**config.mk**
```make
export PLATFORM = sky130hd
export DESIGN_NAME = drum_break_engine
export DESIGN_NICKNAME = d
export VERILOG_FILES = /design/src/rtl/dbe_pkg.sv /design/src/rtl/dbe_cap_check.sv /design/src/rtl/dbe_lock_sel.sv /design/src/rtl/dbe_gap_timer.sv /design/src/rtl/drum_break_engine.sv
export SDC_FILE = /design/constraint.sdc
export NUM_CORES = 1
export LEC_CHECK = 0
export BUFFER_PORTS_ARGS = -buffer_cell sky130_fd_sc_hd__buf_4
export CAP_MARGIN = 20
export CORE_AREA = 2 2 116 162
export CTS_CLUSTER_SIZE = 12
export DETAILED_ROUTE_END_ITERATION = 16
export DIE_AREA = 0 0 118 164
export PLACE_DENSITY = 0.7
export SYNTH_ARGS = -nofsm -noshare
export SYNTH_HDL_FRONTEND = slang
export SYNTH_SLANG_ARGS = --single-unit
```
**constraint.sdc**
```tcl
create_clock -name clk -period 3.5 [get_ports clk]
set_input_delay 0.35 -clock clk [delete_from_list [all_inputs] [get_ports clk]]
set_output_delay 0.35 -clock clk [all_outputs]
set_load 0.05 [all_outputs]
```
**src/rtl/dbe_pkg.sv**
```systemverilog
package dbe_pkg;
   typedef enum logic [1:0] {
      FN_NONE = 2'd0,
      FN_RD   = 2'd1,
      FN_WR   = 2'd2,
      FN_WCHK = 2'd3
   } fn_e;

   typedef enum logic [3:0] {
      ST_IDLE  = 4'd0,
      ST_CHK   = 4'd1,
      ST_WC_RD = 4'd2,
      ST_WC_WR = 4'd3,
      ST_CA_RD = 4'd4,
      ST_CA_WR = 4'd5,
      ST_DSK   = 4'd6,
      ST_MEM   = 4'd7,
      ST_DWR   = 4'd8,
      ST_NEXT  = 4'd9,
      ST_GAP   = 4'd10
   } step_e;
endpackage

```
**src/rtl/dbe_cap_check.sv**
```systemverilog
module dbe_cap_check #(
   parameter int unsigned HI_W      = 4,
   parameter int unsigned DISK_BITS = 3
) (
   input  logic [HI_W-1:0]      da_hi,
   input  logic [DISK_BITS-1:0] plat_m1,
   output logic                 over
);
   if (HI_W < DISK_BITS) begin : g_bad_width
      $error("dbe_cap_check: platter field wider than address");
   end

   // address >= (plat_m1+1)<<shift  <=>  upper address bits > plat_m1
   if (HI_W > DISK_BITS) begin : g_wide
      assign over = (da_hi > {{(HI_W-DISK_BITS){1'b0}}, plat_m1});
   end else begin : g_exact
      assign over = (da_hi > plat_m1);
   end
endmodule

```
**src/rtl/dbe_lock_sel.sv**
```systemverilog
module dbe_lock_sel #(
   parameter int unsigned DISK_BITS = 3,
   parameter int unsigned GRP_BITS  = 4
) (
   input  logic [DISK_BITS-1:0]                  disk_sel,
   input  logic [GRP_BITS-1:0]                   grp_sel,
   input  logic [(1<<(DISK_BITS+GRP_BITS))-1:0]  wlock,
   output logic                                  hit
);
   localparam int unsigned IDX_W = DISK_BITS + GRP_BITS;
   logic [IDX_W-1:0] idx;

   assign idx = {disk_sel, grp_sel};
   assign hit = wlock[idx];
endmodule

```
**src/rtl/dbe_gap_timer.sv**
```systemverilog
module dbe_gap_timer #(
   parameter int unsigned GAP_W = 16
) (
   input  logic             clk,
   input  logic             rst_n,
   input  logic             load,
   input  logic             run,
   input  logic [GAP_W-1:0] gap,
   output logic             expired
);
   if (GAP_W < 1) begin : g_bad_gap
      $error("dbe_gap_timer: GAP_W must be at least 1");
   end

   logic [GAP_W-1:0] cnt;

   always_ff @(posedge clk) begin
      if (!rst_n) begin
         cnt <= '0;
      end else if (load) begin
         // zero interval is taken as one cycle
         cnt <= (gap == '0) ? '0 : gap - 1'b1;
      end else if (run && cnt != '0) begin
         cnt <= cnt - 1'b1;
      end
   end

   assign expired = (cnt == '0);


   gap_count_down_chk: assert property (@(posedge clk) disable iff (!rst_n)
      (run && !load && cnt != '0) |=> cnt == $past(cnt) - 1'b1);
endmodule

```
**src/rtl/drum_break_engine.sv**
```systemverilog
module drum_break_engine
   import dbe_pkg::*;
#(
   parameter int unsigned W         = 18,
   parameter int unsigned DA_W      = 22,
   parameter int unsigned DISK_BITS = 3,
   parameter int unsigned GRP_BITS  = 4,
   parameter int unsigned WPT_LOG   = 11,
   parameter int unsigned TPD_LOG   = 7,
   parameter int unsigned GAP_W     = 16,
   parameter int unsigned WC_LOC    = 30,
   parameter int unsigned CA_LOC    = 31
) (
   input  logic                                  clk,
   input  logic                                  rst_n,
   input  logic                                  start,
   input  logic [1:0]                            func,
   input  logic                                  burst,
   input  logic [GAP_W-1:0]                      gap,
   input  logic [DA_W-1:0]                       start_da,
   input  logic [DISK_BITS-1:0]                  plat_m1,
   input  logic [(1<<(DISK_BITS+GRP_BITS))-1:0]  wlock,
   input  logic [W-1:0]                          mem_last,
   output logic                                  mem_req,
   output logic                                  mem_we,
   output logic [W-1:0]                          mem_addr,
   output logic [W-1:0]                          mem_wdata,
   input  logic                                  mem_ack,
   input  logic [W-1:0]                          mem_rdata,
   output logic                                  dsk_rd,
   output logic                                  dsk_wr,
   output logic [DA_W-1:0]                       dsk_addr,
   output logic [W-1:0]                          dsk_wdata,
   input  logic [W-1:0]                          dsk_rdata,
   output logic                                  busy,
   output logic                                  done,
   output logic                                  err_nxd,
   output logic                                  err_wlk,
   output logic                                  err_wce
);
   localparam int unsigned PLAT_SHIFT = WPT_LOG + TPD_LOG;
   localparam int unsigned HI_W       = DA_W - PLAT_SHIFT;

   if (PLAT_SHIFT + DISK_BITS > DA_W) begin : g_bad_da
      $error("drum_break_engine: disk address too narrow for disk field");
   end
   if (GRP_BITS > PLAT_SHIFT) begin : g_bad_grp
      $error("drum_break_engine: group field exceeds platter offset");
   end
   if (CA_LOC >= (1 << W) || WC_LOC >= (1 << W)) begin : g_bad_loc
      $error("drum_break_engine: pointer locations outside memory space");
   end

   step_e          step;
   fn_e            fn;
   logic           waiting;
   logic           burst_r;
   logic [W-1:0]   wc, ca, dbuf;
   logic [DA_W-1:0] da;
   logic           over, lock_hit, gap_done, gap_load, finish;

   dbe_cap_check #(.HI_W(HI_W), .DISK_BITS(DISK_BITS)) u_cap (
      .da_hi   (da[DA_W-1:PLAT_SHIFT]),
      .plat_m1 (plat_m1),
      .over    (over)
   );

   dbe_lock_sel #(.DISK_BITS(DISK_BITS), .GRP_BITS(GRP_BITS)) u_lock (
      .disk_sel (da[PLAT_SHIFT+DISK_BITS-1 -: DISK_BITS]),
      .grp_sel  (da[PLAT_SHIFT-1 -: GRP_BITS]),
      .wlock    (wlock),
      .hit      (lock_hit)
   );

   assign gap_load = (step == ST_NEXT) && !burst_r && (wc != '0);

   dbe_gap_timer #(.GAP_W(GAP_W)) u_gap (
      .clk     (clk),
      .rst_n   (rst_n),
      .load    (gap_load),
      .run     (step == ST_GAP),
      .gap     (gap),
      .expired (gap_done)
   );

   // memory and disk strobes
   always_comb begin
      mem_req   = !waiting && (step == ST_WC_RD || step == ST_WC_WR ||
                               step == ST_CA_RD || step == ST_CA_WR ||
                               step == ST_MEM);
      mem_we    = (step == ST_WC_WR) || (step == ST_CA_WR) ||
                  (step == ST_MEM && fn == FN_RD);
      if (step == ST_WC_RD || step == ST_WC_WR)      mem_addr = W'(WC_LOC);
      else if (step == ST_CA_RD || step == ST_CA_WR) mem_addr = W'(CA_LOC);
      else                                           mem_addr = ca;
      if (step == ST_WC_WR)      mem_wdata = wc;
      else if (step == ST_CA_WR) mem_wdata = ca;
      else                       mem_wdata = dbuf;
   end

   assign dsk_rd    = (step == ST_DSK) && !waiting;
   assign dsk_wr    = (step == ST_DWR);
   assign dsk_addr  = da;
   assign dsk_wdata = dbuf;
   assign busy      = (step != ST_IDLE);

   always_ff @(posedge clk) begin
      if (!rst_n) begin
         step    <= ST_IDLE;
         fn      <= FN_NONE;
         waiting <= 1'b0;
         burst_r <= 1'b0;
         wc      <= '0;
         ca      <= '0;
         dbuf    <= '0;
         da      <= '0;
         done    <= 1'b0;
         err_nxd <= 1'b0;
         err_wlk <= 1'b0;
         err_wce <= 1'b0;
      end else begin
         done <= 1'b0;
         case (step)
            ST_IDLE: begin
               if (start && func != 2'd0) begin
                  fn      <= fn_e'(func);
                  burst_r <= burst;
                  da      <= start_da;
                  err_nxd <= 1'b0;
                  err_wlk <= 1'b0;
                  err_wce <= 1'b0;
                  step    <= ST_CHK;
               end
            end
            ST_CHK: begin
               if (over) begin
                  err_nxd <= 1'b1;
                  step    <= ST_IDLE;
                  done    <= 1'b1;
               end else begin
                  step <= ST_WC_RD;
               end
            end
            ST_WC_RD, ST_WC_WR, ST_CA_RD, ST_CA_WR, ST_MEM: begin
               if (!waiting) begin
                  waiting <= 1'b1;
               end else if (mem_ack) begin
                  waiting <= 1'b0;
                  case (step)
                     ST_WC_RD: begin
                        wc   <= mem_rdata + 1'b1;
                        step <= ST_WC_WR;
                     end
                     ST_WC_WR: step <= ST_CA_RD;
                     ST_CA_RD: begin
                        ca   <= mem_rdata + 1'b1;
                        step <= ST_CA_WR;
                     end
                     ST_CA_WR: begin
                        if (fn == FN_WR) begin
                           if (lock_hit) begin
                              err_wlk <= 1'b1;
                              step    <= ST_IDLE;
                              done    <= 1'b1;
                           end else begin
                              step <= ST_MEM;
                           end
                        end else begin
                           step <= ST_DSK;
                        end
                     end
                     default: begin
                        if (fn == FN_WR) begin
                           dbuf <= mem_rdata;
                           step <= ST_DWR;
                        end else if (fn == FN_WCHK && mem_rdata != dbuf) begin
                           err_wce <= 1'b1;
                           step    <= ST_IDLE;
                           done    <= 1'b1;
                        end else begin
                           step <= ST_NEXT;
                        end
                     end
                  endcase
               end
            end
            ST_DSK: begin
               if (!waiting) begin
                  waiting <= 1'b1;
               end else begin
                  waiting <= 1'b0;
                  dbuf    <= dsk_rdata;
                  if (fn == FN_RD && ca > mem_last) step <= ST_NEXT;
                  else                              step <= ST_MEM;
               end
            end
            ST_DWR: step <= ST_NEXT;
            ST_NEXT: begin
               da <= da + 1'b1;
               if (wc == '0) begin
                  step <= ST_IDLE;
                  done <= 1'b1;
               end else if (burst_r) begin
                  step <= ST_CHK;
               end else begin
                  step <= ST_GAP;
               end
            end
            ST_GAP: begin
               if (gap_done) step <= ST_CHK;
            end
            default: step <= ST_IDLE;
         endcase
      end
   end

   assign finish = done;


   ca_after_wc_chk: assert property (@(posedge clk) disable iff (!rst_n)
      (step == ST_CA_RD && mem_req) |-> $past(step) == ST_WC_WR);

   done_idle_chk: assert property (@(posedge clk) disable iff (!rst_n)
      finish |-> !busy);

   no_locked_write_chk: assert property (@(posedge clk) disable iff (!rst_n)
      dsk_wr |-> !lock_hit);

   dsk_in_range_chk: assert property (@(posedge clk) disable iff (!rst_n)
      (dsk_rd || dsk_wr) |-> !over);

   da_step_chk: assert property (@(posedge clk) disable iff (!rst_n)
      (step == ST_NEXT) |=> da == $past(da) + 1'b1);

   gap_follow_chk: assert property (@(posedge clk) disable iff (!rst_n)
      gap_load |=> step == ST_GAP);

   one_err_chk: assert property (@(posedge clk) disable iff (!rst_n)
      $onehot0({err_nxd, err_wlk, err_wce}));

   req_idle_chk: assert property (@(posedge clk) disable iff (!rst_n)
      !busy |-> !(mem_req || dsk_rd || dsk_wr));
endmodule

```
### Word level (Yosys, flattened, before mapping)

Index checks and enable logic that the tools add are counted.

| storage, ports and cells | value |
|---|---|
| output and inout port bits | 85 |
| register bits | 104 |

| operators by class | value |
|---|---|
| eq/ne operators | 26 |
| add/sub/neg operators | 4 |
| mux-type cells | 61 |
| reductions and logical operators | 43 |
| magnitude comparators | 3 |

Operator list:

| operator | count |
|---|---|
| 18-bit 2-to-1 mux | 9 |
| 16-bit 2-to-1 mux | 3 |
| 4-bit 2-to-1 mux | 11 |
| 22-bit one-hot mux with 2 select lines | 1 |
| 18-bit one-hot mux with 2 select lines | 1 |
| 16-bit zero test | 2 |
| 16-bit by 1-bit subtractor with 16-bit output (second input constant) | 2 |
| 4-bit one-hot mux with 7 select lines | 1 |
| 1-bit 2-to-1 mux | 24 |
| 2-bit != test (second input constant) | 12 |
| 22-bit by 1-bit adder with 22-bit output (second input constant) | 1 |
| 22-bit 2-to-1 mux | 1 |
| 18-bit by 1-bit adder with 18-bit output (second input constant) | 1 |
| 18-bit greater-than comparator | 1 |
| 18-bit zero test | 1 |
| 18-bit != test | 1 |
| 18-bit nonzero test | 1 |
| 4-bit by 3-bit == test with 1-bit output (second input constant) | 4 |
| 4-bit one-hot mux with 4 select lines | 1 |
| 16-bit nonzero test | 1 |
| 7-bit AND reduction | 2 |
| 4-bit == test (second input constant) | 3 |
| 2-bit nonzero test | 6 |
| 1-bit one-hot mux with 2 select lines | 5 |
| other kinds (23) | 42 |

### Depth between registers and ports, before layout

Gate-level depths: netlist of run 1.

| logic depth | value |
|---|---|
| word-level depth | 8 |
| depth in mapped cells | 12 |
| mapped depth without buffers | 10 |

### Cells and area by module

From an unflattened synthesis of run 1, not the netlist that was laid out.

| unflattened totals | value |
|---|---|
| cell total of the unflattened synthesis | 984 |
| area, all modules | 8125.3 µm² |

Modules (own cells, without submodules):

| module | instances | cells an instance | area an instance (µm²) |
|---|---|---|---|
| drum_break_engine | 1 | 731 | 5672.9 |
| dbe_gap_timer | 1 | 156 | 1252.5 |
| dbe_lock_sel | 1 | 86 | 1113.6 |
| dbe_cap_check | 1 | 11 | 86.3 |

### Worst setup path after synthesis of run 1

No wires, ideal clock.

| timing path | value |
|---|---|
| kind | register -> output |
| start | reg step[0] |
| end | out mem_wdata[1] |
| path slack | 0.192 ns |
| required time | 3.150 ns |
| stages on the path, launching flop included | 7 |
| buffers on the path | 2 |
| arrival | 2.958 ns |
| cells stage by stage | dfxtp_1 -> buf_1 -> nand2_1 -> nor3b_1 -> clkbuf_1 -> mux2i_1 -> o21ai_0 |

| on the way | value |
|---|---|
| word-level cells in the longest chain between the ends | 3 |
| elaborated cells on any way between the ends | 4 |
| classes of those cells | eq/ne (2); mux (2) |

RTL lines:

| item | line | RTL |
|---|---|---|
| from (decl) | drum_break_engine.sv:54 | `step_e step;` |
| from (signal assigned) | drum_break_engine.sv:109 | `step <= ST_IDLE;` |
| from (signal assigned) | drum_break_engine.sv:132 | `step <= ST_CHK;` |
| from (signal assigned) | drum_break_engine.sv:138 | `step <= ST_IDLE;` |
| 4-bit by 3-bit == test with 1-bit output | drum_break_engine.sv:97 | `else if (step == ST_CA_WR) mem_wdata = ca;` |
| 18-bit 2-to-1 mux | drum_break_engine.sv:97 |  |
| 18-bit 2-to-1 mux * | drum_break_engine.sv:96 | `if (step == ST_WC_WR) mem_wdata = wc;` |
| to (decl) | drum_break_engine.sv:27 | `output logic [W-1:0] mem_wdata,` |

Every way passes the cells marked *; elsewhere a longest branch is shown, timed or not.

### Worst setup path after layout of run 1

| timing path | value |
|---|---|
| start | reg u_gap.cnt[0] |
| end | reg u_gap.cnt[1] |

| on the way | value |
|---|---|
| word-level cells in the longest chain between the ends | 3 |
| elaborated cells on any way between the ends | 6 |
| classes of those cells | add/sub (1); mux (2); reduce/logical (3) |

RTL lines:

| item | line | RTL |
|---|---|---|
| from (decl) | dbe_gap_timer.sv:15 | `logic [GAP_W-1:0] cnt;` |
| from (signal assigned) | dbe_gap_timer.sv:22 | `cnt <= (gap == '0) ? '0 : gap - 1'b1;` |
| from (signal assigned) | dbe_gap_timer.sv:24 | `cnt <= cnt - 1'b1;` |
| 16-bit by 1-bit subtractor with 16-bit output or 16-bit nonzero test (tied branches) | dbe_gap_timer.sv:24, dbe_gap_timer.sv:23 |  |
| 16-bit 2-to-1 mux or 1-bit logical AND (tied branches) | dbe_gap_timer.sv:23 | `end else if (run && cnt != '0) begin` |
| 16-bit 2-to-1 mux or 2-bit nonzero test (tied branches) | - |  |

Parallel ways exist; a longest one is shown, timed or not. The select of a mux whose other input is x is not followed.
A chain may end at the register's enable or synchronous reset.

==> impl_metrics.prom, run 1 <==
# TYPE chip_impl_metric gauge
chip_impl_info{name="outcome",value="finished clean"} 1
chip_impl_metric{name="cts_setup_buffers",unit=""} 0
chip_impl_metric{name="netSwitchingFraction",unit="%"} 42.12
chip_impl_metric{name="top_fanout_value_on_the_critical_path",unit=""} 14
chip_impl_metric{name="required_time_at_the_endpoint_of_the_critical_path",unit="ps"} 3740
chip_impl_info{name="worst_setup_path_end_kind",value="flip-flop"} 1
chip_impl_metric{name="clk_path_buf_depth",unit=""} 2
chip_impl_metric{name="synth.yosys.seq_area_share",unit="%"} 26.33
chip_impl_metric{name="numCtsBuffers",unit=""} 9
chip_impl_metric{name="synth_edf_count",unit=""} 0
chip_impl_metric{name="filler_cell_count",unit=""} 1646
chip_impl_metric{name="grt_first_pass_wirelength",unit="µm"} 44470
chip_impl_metric{name="synthesis.yosys.warnings",unit=""} 0
chip_impl_info{name="cp-startpoint",value="u_gap.cnt[0]$_SDFFE_PN0P_"} 1
chip_impl_metric{name="design_internal_power",unit="µW"} 2608
chip_impl_metric{name="fin_crit",unit="ps"} 3143
chip_impl_metric{name="setup_viol_count_final",unit=""} 0
chip_impl_metric{name="proportion_of_register_bits_with_asynchronous_set_or_reset_after_synthesis",unit="%"} 0
chip_impl_metric{name="insertion_delay_to_the_later_sink_of_the_worst_skew_pair",unit="ps"} 350
chip_impl_metric{name="syn_to_final_growth",unit="%"} 36.07
chip_impl_metric{name="maxSlewViolCount",unit=""} 0
chip_impl_metric{name="grt_max_degree",unit=""} 38
chip_impl_metric{name="port_buffers",unit=""} 314
chip_impl_metric{name="met3_wirelength",unit="µm"} 1916
chip_impl_info{name="synth_area_leaders",value="sky130_fd_sc_hd__dfxtp_1 26%, sky130_fd_sc_hd__mux4_2 7.7%, sky130_fd_sc_hd__mux2i_1 6.7%"} 1
chip_impl_metric{name="drt_first_iter_violations",unit=""} 399
chip_impl_metric{name="timing.max_cap.violations",unit=""} 0
chip_impl_metric{name="sum_of_overflow_across_all_layers_after_global_routing",unit=""} 0
chip_impl_metric{name="seqPwrFrac",unit="%"} 33.1
chip_impl_metric{name="floorplan.rows",unit=""} 58
chip_impl_metric{name="tightestPinTransition",unit="ps"} 1020
chip_impl_metric{name="wl_met1",unit="µm"} 10300
chip_impl_metric{name="timing.clock.skew",unit="ps"} 9.589
chip_impl_info{name="count_leader_synth",value="sky130_fd_sc_hd__nor2_1"} 1
chip_impl_metric{name="powerDensity",unit="mW/mm²"} 418.8
chip_impl_metric{name="routability_congestion_estimate_from_global_placement",unit=""} 0.9032
chip_impl_info{name="synth.cells.most_frequent",value="137 x sky130_fd_sc_hd__nor2_1, 104 x sky130_fd_sc_hd__dfxtp_1, 69 x sky130_fd_sc_hd__nand2_1, 62 x sky130_fd_sc_hd__a211oi_1, 59 x sky130_fd_sc_hd__o21ai_0"} 1
chip_impl_metric{name="final_non_filler_cell_area",unit="mm²"} 0.01076
chip_impl_metric{name="vdd_drop_max",unit="mV"} 0.2253
chip_impl_metric{name="post-route-drc-count",unit=""} 0
chip_impl_metric{name="start_util",unit="%"} 44.11
chip_impl_metric{name="cellLeakagePower",unit="µW"} 0.004372
chip_impl_metric{name="vias",unit=""} 8721
chip_impl_metric{name="r2r.worst_path.cells",unit=""} 9
chip_impl_metric{name="design.die.area",unit="mm²"} 0.01935
chip_impl_metric{name="final_net_count",unit=""} 1525
chip_impl_info{name="min-delay-path-class",value="in2reg"} 1
chip_impl_metric{name="syn_avg_cell_area",unit="µm²"} 7.994
chip_impl_info{name="setup_repair_after_global_routing_missed_its_margin",value="no"} 1
chip_impl_metric{name="synth_fp_nets",unit=""} 1244
chip_impl_metric{name="placeableCoreArea",unit="mm²"} 0.01792
chip_impl_metric{name="synth.distinct_cells",unit=""} 68
chip_impl_metric{name="total_switching_power",unit="µW"} 1898
chip_impl_metric{name="vias_per_cell",unit=""} 5.756
chip_impl_metric{name="setup_tns",unit="ps"} 0
chip_impl_metric{name="clock_input_transition_at_the_sequential_cells_of_the_worst_setup_and_hold_paths",unit="ps"} 80
chip_impl_metric{name="wl",unit="µm"} 28230
chip_impl_metric{name="drt.antenna.violating_nets",unit=""} 0
chip_impl_info{name="cts_tree",value="yes"} 1
chip_impl_info{name="highest_metal_layer_with_signal_wires",value="met5"} 1
chip_impl_info{name="worstReg2RegEnd",value="u_gap.cnt[1]$_SDFFE_PN0P_"} 1
chip_impl_metric{name="grt_pass1_vias",unit=""} 8459
chip_impl_metric{name="post_syn_area",unit="mm²"} 0.007906
chip_impl_metric{name="fin_ws",unit="ps"} 357.3
chip_impl_metric{name="place_ws",unit="ps"} 406.8
chip_impl_metric{name="synth_top_area_share",unit="%"} 26.33
chip_impl_info{name="synthFlopType",value="sky130_fd_sc_hd__dfxtp_1"} 1
chip_impl_info{name="synth_largest_area_cell",value="sky130_fd_sc_hd__dfxtp_1"} 1
chip_impl_metric{name="dieHeight",unit="µm"} 164
chip_impl_metric{name="met2_wirelength",unit="µm"} 14910
chip_impl_info{name="rr_startpoint",value="u_gap.cnt[0]$_SDFFE_PN0P_"} 1
chip_impl_metric{name="synthesis.instances",unit=""} 989
chip_impl_metric{name="diodes",unit=""} 0
chip_impl_metric{name="die_w",unit="µm"} 118
chip_impl_metric{name="share_of_the_clock_period_used_by_the_worst_path_after_layout",unit="%"} 89.79
chip_impl_metric{name="hold_viol",unit=""} 0
chip_impl_metric{name="routed_wire_length_per_instance",unit="µm"} 18.63
chip_impl_metric{name="crit_arrival",unit="ps"} 3390
chip_impl_info{name="worst_setup_path_endpoint",value="u_gap.cnt[1]$_SDFFE_PN0P_"} 1
chip_impl_metric{name="postCtsResizedCells",unit=""} 0
chip_impl_metric{name="max-slew-margin-rel",unit="%"} 31.35
chip_impl_metric{name="tritoncts_num_sinks",unit=""} 104
chip_impl_metric{name="total_power",unit="µW"} 4506
chip_impl_info{name="timing_worst_setup_path_type",value="reg2reg"} 1
chip_impl_info{name="startpoint_type",value="flip-flop"} 1
chip_impl_metric{name="drive_above_1_share",unit="%"} 31.92
chip_impl_metric{name="ff2ff_setup_slack",unit="ps"} 360
chip_impl_metric{name="htree_levels",unit=""} 3
chip_impl_metric{name="fmax",unit="MHz"} 318.2
chip_impl_info{name="cts_root_buf",value="sky130_fd_sc_hd__clkbuf_16"} 1
chip_impl_metric{name="io_pins",unit=""} 315
chip_impl_metric{name="hpwl",unit="µm"} 22450
chip_impl_metric{name="detailedRoute.firstPassIterationCount",unit=""} 5
chip_impl_metric{name="p_comb_share",unit="%"} 45.2
chip_impl_metric{name="ys_seq_elements",unit=""} 104
chip_impl_metric{name="post_cts_hold_buffer_count",unit=""} 0
chip_impl_metric{name="clkPwrFrac",unit="%"} 21.7
chip_impl_metric{name="grt_use_total",unit="%"} 28.60
chip_impl_metric{name="antenna_found_initial",unit=""} 3
chip_impl_metric{name="dpl-instance-area",unit="mm²"} 0.01048
==> kinds of logic after synthesis <==
kind of cell / after synthesis / synth area share, %
simple gates: 359 / 21.66
fa+ha+maj: 25 / 3.956
xor+xnor: 49 / 5.428
compound gates: 264 / 22.20
flops: 104 / 26.33
buf+inv: 108 / 6.013
mux: 80 / 14.40
==> layout make-up <==
cell class | count | area (µm²) | share of cell area, %
multi-input combinational | 777 | 5394 | 50.14
clock inverter | 6 | 43.79 | 0.4071
sequential | 104 | 2085 | 19.38
clock buffer | 10 | 239.0 | 2.221
tap | 240 | 300.3 | 2.791
inverter | 41 | 153.9 | 1.431
timing repair buffer | 337 | 2542 | 23.63
==> registers in the layout, summed over array words and instances (netlist names) <==
signal,cells
dsk_addr,22
ca,18
dsk_wdata,18
wc,18
u_gap.cnt,16
step,4
fn,2
burst_r,1
done,1
err_nxd,1
err_wce,1
err_wlk,1
waiting,1
==> power by group through the flow <==
| stage | Clock, µW | Sequential, µW | Combinational (µW) |
|---|---|---|---|
| floorplan | 0 | 1620 | 1190 |
| global placement | 0 | 1510 | 2010 |
| detailed placement | 0 | 1510 | 2030 |
| CTS | 998 | 1490 | 2040 |
| global route | 1040 | 1510 | 2180 |
| finish | 979 | 1490 | 2040 |
==> worst min-delay path by stage <==
stage / to / cells after the start / from / slack (ps)
2_1_floorplan: wc[0]$_SDFFE_PN0P_ / 1 / mem_rdata[0] / 450
3_3_place_gp: err_wlk$_SDFFE_PN0P_ / 2 / err_wlk$_SDFFE_PN0P_ / 440
3_5_place_dp: err_wlk$_SDFFE_PN0P_ / 2 / err_wlk$_SDFFE_PN0P_ / 450
4_1_cts: burst_r$_SDFFE_PN0P_ / 3 / burst / 250
5_1_grt: dsk_addr[18]$_SDFFE_PN0P_ / 3 / start_da[18] / 250
6_report: burst_r$_SDFFE_PN0P_ / 3 / burst / 250
==> worst max-delay path: stages (launching register included) <==
cell,delay [ps]
sky130_fd_sc_hd__dfxtp_1,350
sky130_fd_sc_hd__inv_1,70
sky130_fd_sc_hd__ha_1,180
sky130_fd_sc_hd__nor3b_4,300
sky130_fd_sc_hd__nand4_2,180
sky130_fd_sc_hd__or3_1,340
sky130_fd_sc_hd__or3_1,360
sky130_fd_sc_hd__o311a_1,320
sky130_fd_sc_hd__or2_0,520
sky130_fd_sc_hd__o221a_1,400
==> layer usage <==
layer,vias to the layer above,GRT usage [%]
li1,4196,-
met1,4079,30.52
met2,377,54.47
met3,63,6.076
met4,6,11.66
met5,-,0
==> stage by stage <==
stage	util, %	hold WS (ps)	instances
after global placement	58.44	437.3	1499
after floorplan	-	445.6	989
final	60.02	252.9	1515
after CTS	60.02	245.1	1515
after global routing	60.02	251.5	1515
after detailed placement	58.44	451.5	1499
==> placed cells by master, fill, tap and decap left out, types with 3 or more instances in the layout <==
master                      count
sky130_fd_sc_hd__a41oi_1        4
sky130_fd_sc_hd__nor2_1       136
sky130_fd_sc_hd__and3_1         9
sky130_fd_sc_hd__o31ai_1        4
sky130_fd_sc_hd__nand4_1       13
sky130_fd_sc_hd__a211oi_1      61
sky130_fd_sc_hd__a31oi_1       14
sky130_fd_sc_hd__xor2_1        20
sky130_fd_sc_hd__mux2i_1       53
sky130_fd_sc_hd__o21ai_0       59
sky130_fd_sc_hd__a311oi_1       8
sky130_fd_sc_hd__clkbuf_16      9
sky130_fd_sc_hd__o221a_1        4
sky130_fd_sc_hd__nor4_1        13
sky130_fd_sc_hd__a22oi_1        8
sky130_fd_sc_hd__inv_1         39
sky130_fd_sc_hd__a21oi_1       56
sky130_fd_sc_hd__buf_4        336
sky130_fd_sc_hd__a221oi_1       3
sky130_fd_sc_hd__nor2b_1       26
sky130_fd_sc_hd__and4_1         4
sky130_fd_sc_hd__nor3_1        21
sky130_fd_sc_hd__mux4_2        27
sky130_fd_sc_hd__xnor2_1       29
sky130_fd_sc_hd__or4_1          3
sky130_fd_sc_hd__dfxtp_1      102
sky130_fd_sc_hd__nor3_2         3
sky130_fd_sc_hd__or2_2          6
sky130_fd_sc_hd__ha_1          25
sky130_fd_sc_hd__or3_1          4
sky130_fd_sc_hd__nand3_1       28
sky130_fd_sc_hd__o21ai_1        6
sky130_fd_sc_hd__nand2b_1       6
sky130_fd_sc_hd__a21o_1        11
sky130_fd_sc_hd__and2_1         6
sky130_fd_sc_hd__nand2_1       69
sky130_fd_sc_hd__nand3b_1       4
(Power assumes the default switching activity.)
==> run 2, diff against run 1 <==
Settings changed: REMOVE_ABC_BUFFERS set to 1.
==> run 2 against run 1 <==
Effect of this change: first-iteration DRC count decreased by 2.0%; worst hold slack got worse by 35 ps; clock power increased by 2.0%; sequential share of layout area about the same; critical path type unchanged; highest routed layer is now met4.
==> impl_metrics.prom, run 2 (same netlist as run 1, synthesis figures left out) <==
# TYPE chip_impl_metric gauge
chip_impl_info{name="outcome",value="finished clean"} 1
chip_impl_info{name="cts_root_buf",value="sky130_fd_sc_hd__clkbuf_16"} 1
chip_impl_metric{name="design.die.area",unit="mm²"} 0.01935
chip_impl_metric{name="clock_input_transition_at_the_sequential_cells_of_the_worst_setup_and_hold_paths",unit="ps"} 80
chip_impl_metric{name="insertion_delay_to_the_later_sink_of_the_worst_skew_pair",unit="ps"} 360
chip_impl_metric{name="fmax",unit="MHz"} 321.0
chip_impl_metric{name="total_power",unit="µW"} 4521
chip_impl_metric{name="max-slew-margin-rel",unit="%"} 43.55
chip_impl_metric{name="wl",unit="µm"} 27860
chip_impl_metric{name="sum_of_overflow_across_all_layers_after_global_routing",unit=""} 0
chip_impl_metric{name="timing.hold.ws",unit="ps"} 218.2
chip_impl_info{name="setup_repair_after_global_routing_missed_its_margin",value="no"} 1
chip_impl_info{name="cts_tree",value="yes"} 1
chip_impl_info{name="startpoint_type",value="flip-flop"} 1
chip_impl_metric{name="final_net_count",unit=""} 1526
chip_impl_metric{name="diodes",unit=""} 0
chip_impl_metric{name="crit_arrival",unit="ps"} 3350
chip_impl_metric{name="cts_setup_buffers",unit=""} 0
chip_impl_metric{name="start_util",unit="%"} 44.11
chip_impl_info{name="mostFrequentLayoutCell",value="sky130_fd_sc_hd__buf_4"} 1
chip_impl_metric{name="routed_wire_length_per_instance",unit="µm"} 18.37
chip_impl_info{name="min-delay-path-class",value="in2reg"} 1
chip_impl_metric{name="grt_first_pass_wirelength",unit="µm"} 43620
chip_impl_metric{name="grt_max_degree",unit=""} 39
chip_impl_metric{name="grt_pass1_vias",unit=""} 8410
chip_impl_metric{name="io_pins",unit=""} 315
chip_impl_metric{name="antenna_found_initial",unit=""} 0
chip_impl_metric{name="die_w",unit="µm"} 118
chip_impl_metric{name="vias_per_cell",unit=""} 5.698
chip_impl_metric{name="filler_cell_count",unit=""} 1685
chip_impl_info{name="worst_path_most_repeated_cell",value="sky130_fd_sc_hd__or3_1"} 1
chip_impl_metric{name="maxSlewViolCount",unit=""} 0
chip_impl_metric{name="floorplan.rows",unit=""} 58
chip_impl_metric{name="crit_path_max_incr_delay",unit="ps"} 510
chip_impl_metric{name="drt.antenna.violating_nets",unit=""} 0
chip_impl_info{name="timing_worst_setup_path_type",value="reg2reg"} 1
chip_impl_metric{name="postCtsResizedCells",unit=""} 0
chip_impl_metric{name="gr-usage-met3",unit="%"} 7.049
chip_impl_metric{name="largest_register_ffs",unit=""} 22
chip_impl_metric{name="syn_to_final_growth",unit="%"} 36.37
chip_impl_metric{name="tightestPinTransition",unit="ps"} 846.7
chip_impl_metric{name="port_buffers",unit=""} 314
chip_impl_metric{name="routability_congestion_estimate_from_global_placement",unit=""} 0.9377
chip_impl_metric{name="numCtsBuffers",unit=""} 9
chip_impl_metric{name="drt_first_iter_violations",unit=""} 391
chip_impl_metric{name="detailedRoute.firstPassIterationCount",unit=""} 5
chip_impl_metric{name="grt_use_total",unit="%"} 28.15
chip_impl_metric{name="setup_viol_count_final",unit=""} 0
chip_impl_info{name="timing.critical_path.cells",value="inv_1, ha_1, nor3b_4, nand4_2, or3_1, or3_1, o311a_1, or2_0, o221a_1"} 1
chip_impl_metric{name="timing.clock.skew",unit="ps"} 15.05
chip_impl_metric{name="groute.layer.met2.usage",unit="%"} 53.04
chip_impl_metric{name="tritoncts_num_sinks",unit=""} 104
chip_impl_metric{name="globalRouteMet1Util",unit="%"} 30.09
chip_impl_metric{name="vdd_drop_max",unit="mV"} 0.2719
chip_impl_metric{name="hpwl",unit="µm"} 21950
chip_impl_metric{name="required_time_at_the_endpoint_of_the_critical_path",unit="ps"} 3740
chip_impl_metric{name="htree_levels",unit=""} 3
chip_impl_metric{name="placeableCoreArea",unit="mm²"} 0.01792
chip_impl_metric{name="fin_crit",unit="ps"} 3115
chip_impl_info{name="crit_slowest_cell",value="sky130_fd_sc_hd__or2_0"} 1
chip_impl_metric{name="clk_path_buf_depth",unit=""} 2
chip_impl_metric{name="post-route-util",unit="%"} 60.15
chip_impl_metric{name="drive_above_1_share",unit="%"} 31.97
chip_impl_info{name="mostFrequentLayoutCells",value="336 x sky130_fd_sc_hd__buf_4, 136 x sky130_fd_sc_hd__nor2_1, 102 x sky130_fd_sc_hd__dfxtp_1, 69 x sky130_fd_sc_hd__nand2_1, 61 x sky130_fd_sc_hd__a211oi_1"} 1
chip_impl_info{name="worst_setup_path_end_kind",value="flip-flop"} 1
chip_impl_info{name="grt_busiest_layer",value="met2"} 1
chip_impl_metric{name="fin_ws",unit="ps"} 385.2
chip_impl_metric{name="cellLeakagePower",unit="µW"} 0.004383
chip_impl_metric{name="share_of_the_clock_period_used_by_the_worst_path_after_layout",unit="%"} 88.99
chip_impl_metric{name="vias",unit=""} 8638
chip_impl_metric{name="powerDensity",unit="mW/mm²"} 419.3
chip_impl_metric{name="dieHeight",unit="µm"} 164
chip_impl_metric{name="post_cts_hold_buffer_count",unit=""} 0
chip_impl_metric{name="post-route-drc-count",unit=""} 0
chip_impl_metric{name="place_ws",unit="ps"} 445.5
chip_impl_metric{name="top_fanout_value_on_the_critical_path",unit=""} 14
chip_impl_metric{name="setup_tns",unit="ps"} 0
chip_impl_metric{name="hold_viol",unit=""} 0
chip_impl_metric{name="timing.max_cap.violations",unit=""} 0
run 2: changes by cell type in the layout (fill, tap and decap cells not counted):
cell	previous run	this run
sky130_fd_sc_hd__clkinv_2	2	1
sky130_fd_sc_hd__inv_6	1	4
sky130_fd_sc_hd__clkinv_4	2	0
sky130_fd_sc_hd__buf_12	1	2
run 2: path summary, 6_finish.rpt:
| path | startpoint | to | slack (ps) | cells after the start |
|---|---|---|---|---|
| worst max-delay path | u_gap.cnt[0]$_SDFFE_PN0P_ | u_gap.cnt[15]$_SDFFE_PN0P_ | 390 | 9 |
| worst min register to register | err_wlk$_SDFFE_PN0P_ | err_wlk$_SDFFE_PN0P_ | 450 | 2 |
| worst min-delay path | start_da[3] | dsk_addr[3]$_SDFFE_PN0P_ | 220 | 3 |
| worst max register to register | u_gap.cnt[0]$_SDFFE_PN0P_ | u_gap.cnt[15]$_SDFFE_PN0P_ | 390 | 9 |
run 2: per-stage QoR:
| step | instances | cell area [µm²] |
|---|---|---|
| final | 1516 | 10780 |
| after global routing | 1516 | 10780 |
| after global placement | 1500 | 10500 |
| after detailed placement | 1500 | 10500 |
| after CTS | 1516 | 10780 |
| after floorplan | 922 | 7585 |
run 2: critical path: cells and delay by family, from the launching register on:
family,cells,cell delay [ps]
and+or+nand+nor,5,1680
AOI/OAI and AO/OA,2,710
DFF,1,350
adders and majority gates,1,190
buffers and inverters,1,70
run 2: power by group:
part	internal, µW	switching, µW	total [µW]
Clock	512	487	999
Sequential	1290	202	1490
Combinational	819	1220	2040
Total	2620	1900	4520
run 2: final cells by class:
| class | count | area, µm² | area share [%] |
|---|---|---|---|
| multi-input cells | 777 | 5394 | 50.03 |
| repair buffers | 338 | 2562 | 23.77 |
| flip-flops and latches | 104 | 2085 | 19.33 |
| well taps | 240 | 300.3 | 2.785 |
| clock buffers | 10 | 239.0 | 2.217 |
| inverters | 41 | 153.9 | 1.427 |
| clock inverters | 6 | 47.55 | 0.4410 |
run 2: layer usage:
metal | vias to the layer above | part of all wire (%)
met5 | - | 0
met4 | 0 | 3.2
met3 | 58 | 7.4
met2 | 363 | 53
met1 | 4017 | 37
li1 | 4200 | -
==> run 3, diff against run 2 <==
==> constraint.sdc (replaced) <==
create_clock -name clk -period 3.5 [get_ports clk]
set_input_delay 0.525 -clock clk [delete_from_list [all_inputs] [get_ports clk]]
set_output_delay 0.525 -clock clk [all_outputs]
set_load 0.05 [all_outputs]
==> run 3 against run 2 <==
Effect of this change: sequential share of layout area down 0.054 points; via count up 0.20%; routed wire length up 1.2%; combinational power up 2%; flip-flop and latch count unchanged; worst setup slack better by 62 ps; global-route usage up 0.16 points.
==> impl_metrics.prom, run 3 (same netlist as run 1, synthesis figures left out) <==
# TYPE chip_impl_metric gauge
chip_impl_info{name="outcome",value="finished clean"} 1
chip_impl_metric{name="grt_use_total",unit="%"} 28.31
chip_impl_metric{name="top_fanout_value_on_the_critical_path",unit=""} 14
chip_impl_metric{name="start_util",unit="%"} 44.11
chip_impl_metric{name="ff2ff_setup_slack",unit="ps"} 450
chip_impl_metric{name="hold_viol",unit=""} 0
chip_impl_metric{name="fmax",unit="MHz"} 327.5
chip_impl_metric{name="vdd_drop_max",unit="mV"} 0.2374
chip_impl_metric{name="maxSlewViolCount",unit=""} 0
chip_impl_metric{name="setup_viol_count_final",unit=""} 0
chip_impl_metric{name="detailedRoute.firstPassIterationCount",unit=""} 5
chip_impl_metric{name="clk_path_buf_depth",unit=""} 2
chip_impl_metric{name="crit_arrival",unit="ps"} 3290
chip_impl_metric{name="drt.antenna.violating_nets",unit=""} 0
chip_impl_info{name="startpoint_type",value="flip-flop"} 1
chip_impl_metric{name="post-route-util",unit="%"} 60.32
chip_impl_info{name="cts_tree",value="yes"} 1
chip_impl_metric{name="timing.hold.ws",unit="ps"} 404.0
chip_impl_metric{name="grt_max_degree",unit=""} 40
chip_impl_metric{name="syn_to_final_growth",unit="%"} 36.75
chip_impl_metric{name="grt_pass1_vias",unit=""} 8420
chip_impl_metric{name="port_buffers",unit=""} 314
chip_impl_metric{name="routed_wire_length_per_instance",unit="µm"} 18.56
chip_impl_metric{name="sum_of_overflow_across_all_layers_after_global_routing",unit=""} 0
chip_impl_metric{name="final_net_count",unit=""} 1528
chip_impl_metric{name="largest_register_ffs",unit=""} 22
chip_impl_metric{name="setup_tns",unit="ps"} 0
chip_impl_metric{name="placeableCoreArea",unit="mm²"} 0.01792
chip_impl_metric{name="cts_setup_buffers",unit=""} 0
chip_impl_info{name="timing.hold.worst_endpoint",value="dsk_addr[3]$_SDFFE_PN0P_"} 1
chip_impl_metric{name="post-route-drc-count",unit=""} 0
chip_impl_metric{name="htree_levels",unit=""} 3
chip_impl_info{name="worstReg2RegEnd",value="u_gap.cnt[0]$_SDFFE_PN0P_"} 1
chip_impl_metric{name="cellLeakagePower",unit="µW"} 0.004400
chip_impl_info{name="timing_worst_setup_path_type",value="reg2reg"} 1
chip_impl_metric{name="antenna_found_initial",unit=""} 0
chip_impl_metric{name="numCtsBuffers",unit=""} 9
chip_impl_info{name="mostFrequentLayoutCell",value="sky130_fd_sc_hd__buf_4"} 1
chip_impl_metric{name="clock_input_transition_at_the_sequential_cells_of_the_worst_setup_and_hold_paths",unit="ps"} 70
chip_impl_info{name="holdCritStartpoint",value="start_da[3]"} 1
chip_impl_metric{name="final_non_filler_cell_area",unit="mm²"} 0.01081
chip_impl_metric{name="required_time_at_the_endpoint_of_the_critical_path",unit="ps"} 3730
chip_impl_metric{name="dieHeight",unit="µm"} 164
chip_impl_info{name="rr_startpoint",value="u_gap.cnt[0]$_SDFFE_PN0P_"} 1
chip_impl_metric{name="hold_path_depth",unit=""} 3
chip_impl_metric{name="die_w",unit="µm"} 118
chip_impl_metric{name="wl",unit="µm"} 28190
chip_impl_metric{name="timing.clock.skew",unit="ps"} 11.12
chip_impl_metric{name="hpwl",unit="µm"} 22260
chip_impl_metric{name="routability_congestion_estimate_from_global_placement",unit=""} 0.9252
chip_impl_metric{name="vias",unit=""} 8655
chip_impl_metric{name="fin_crit",unit="ps"} 3053
chip_impl_metric{name="grt_first_pass_wirelength",unit="µm"} 43610
chip_impl_info{name="worst_setup_path_end_kind",value="flip-flop"} 1
chip_impl_metric{name="vias_per_cell",unit=""} 5.698
chip_impl_metric{name="design.die.area",unit="mm²"} 0.01935
chip_impl_metric{name="dpl-instance-area",unit="mm²"} 0.01051
chip_impl_metric{name="tightestPinTransition",unit="ps"} 842.8
chip_impl_metric{name="post_cts_hold_buffer_count",unit=""} 0
chip_impl_metric{name="insertion_delay_to_the_later_sink_of_the_worst_skew_pair",unit="ps"} 350
chip_impl_metric{name="r2r.worst_path.cells",unit=""} 9
chip_impl_metric{name="filler_cell_count",unit=""} 1642
chip_impl_metric{name="postCtsResizedCells",unit=""} 0
chip_impl_metric{name="floorplan.rows",unit=""} 58
chip_impl_info{name="setup_repair_after_global_routing_missed_its_margin",value="no"} 1
chip_impl_info{name="mostFrequentLayoutCells",value="338 x sky130_fd_sc_hd__buf_4, 136 x sky130_fd_sc_hd__nor2_1, 102 x sky130_fd_sc_hd__dfxtp_1, 69 x sky130_fd_sc_hd__nand2_1, 61 x sky130_fd_sc_hd__a211oi_1"} 1
chip_impl_info{name="cts_root_buf",value="sky130_fd_sc_hd__clkbuf_16"} 1
chip_impl_info{name="min-delay-path-class",value="in2reg"} 1
chip_impl_metric{name="max-slew-margin-rel",unit="%"} 43.30
chip_impl_metric{name="powerDensity",unit="mW/mm²"} 423.8
chip_impl_metric{name="timing.max_cap.violations",unit=""} 0
chip_impl_metric{name="drt_first_iter_violations",unit=""} 421
chip_impl_metric{name="tritoncts_num_sinks",unit=""} 104
chip_impl_metric{name="io_pins",unit=""} 315
chip_impl_metric{name="drive_above_1_share",unit="%"} 32.00
chip_impl_metric{name="share_of_the_clock_period_used_by_the_worst_path_after_layout",unit="%"} 87.24
## run 3: final cells by class
class	instances	area (µm²)	area share, %
inverter	41	153.9	1.423
clock inverter	5	56.30	0.5208
antenna	1	2.502	0.02315
sequential	104	2085	19.28
multi-input combinational	777	5394	49.89
tap	240	300.3	2.777
clock buffer	11	242.7	2.245
timing repair buffer	340	2577	23.84
## run 3: metrics by stage
stage	cells	setup slack, ps	total power [µW]
5_1_grt	1518	255.1	4802
2_1_floorplan	922	-1405	2755
3_3_place_gp	1502	512.8	3548
3_5_place_dp	1502	446.8	3565
6_report	1519	446.7	4582
4_1_cts	1518	447.0	4594
## run 3: worst max-delay path by stage
stage / to / from / slack (ps)
after floorplan: mem_wdata[0] / step[3]$_SDFFE_PN0P_ / -1410
after global placement: u_gap.cnt[0]$_SDFFE_PN0P_ / u_gap.cnt[0]$_SDFFE_PN0P_ / 510
after detailed placement: u_gap.cnt[0]$_SDFFE_PN0P_ / u_gap.cnt[0]$_SDFFE_PN0P_ / 450
after CTS: u_gap.cnt[0]$_SDFFE_PN0P_ / u_gap.cnt[0]$_SDFFE_PN0P_ / 450
after global routing: u_gap.cnt[15]$_SDFFE_PN0P_ / u_gap.cnt[0]$_SDFFE_PN0P_ / 260
final: u_gap.cnt[0]$_SDFFE_PN0P_ / u_gap.cnt[0]$_SDFFE_PN0P_ / 450
## run 3: worst max-delay path, cell delays in order (launching register included)
cell	delay, ps
sky130_fd_sc_hd__dfxtp_1	350
sky130_fd_sc_hd__inv_1	70
sky130_fd_sc_hd__ha_1	180
sky130_fd_sc_hd__nor3b_4	280
sky130_fd_sc_hd__nand4_2	170
sky130_fd_sc_hd__or3_1	340
sky130_fd_sc_hd__or3_1	350
sky130_fd_sc_hd__o311a_1	310
sky130_fd_sc_hd__or2_0	500
sky130_fd_sc_hd__o221a_1	390
## run 3: power by group
part,internal [µW],switching [µW]
Sequential,1290,171
Combinational,831,1260
Clock,574,459
## run 3: routing by layer
| layer | vias up | share of wire, % | track usage, % |
|---|---|---|---|
| met5 | - | 0 | 0 |
| met4 | 0 | 3.5 | 12.54 |
| met3 | 52 | 6.5 | 5.868 |
| met2 | 331 | 52 | 52.40 |
| met1 | 4053 | 38 | 31.15 |
| li1 | 4219 | - | - |
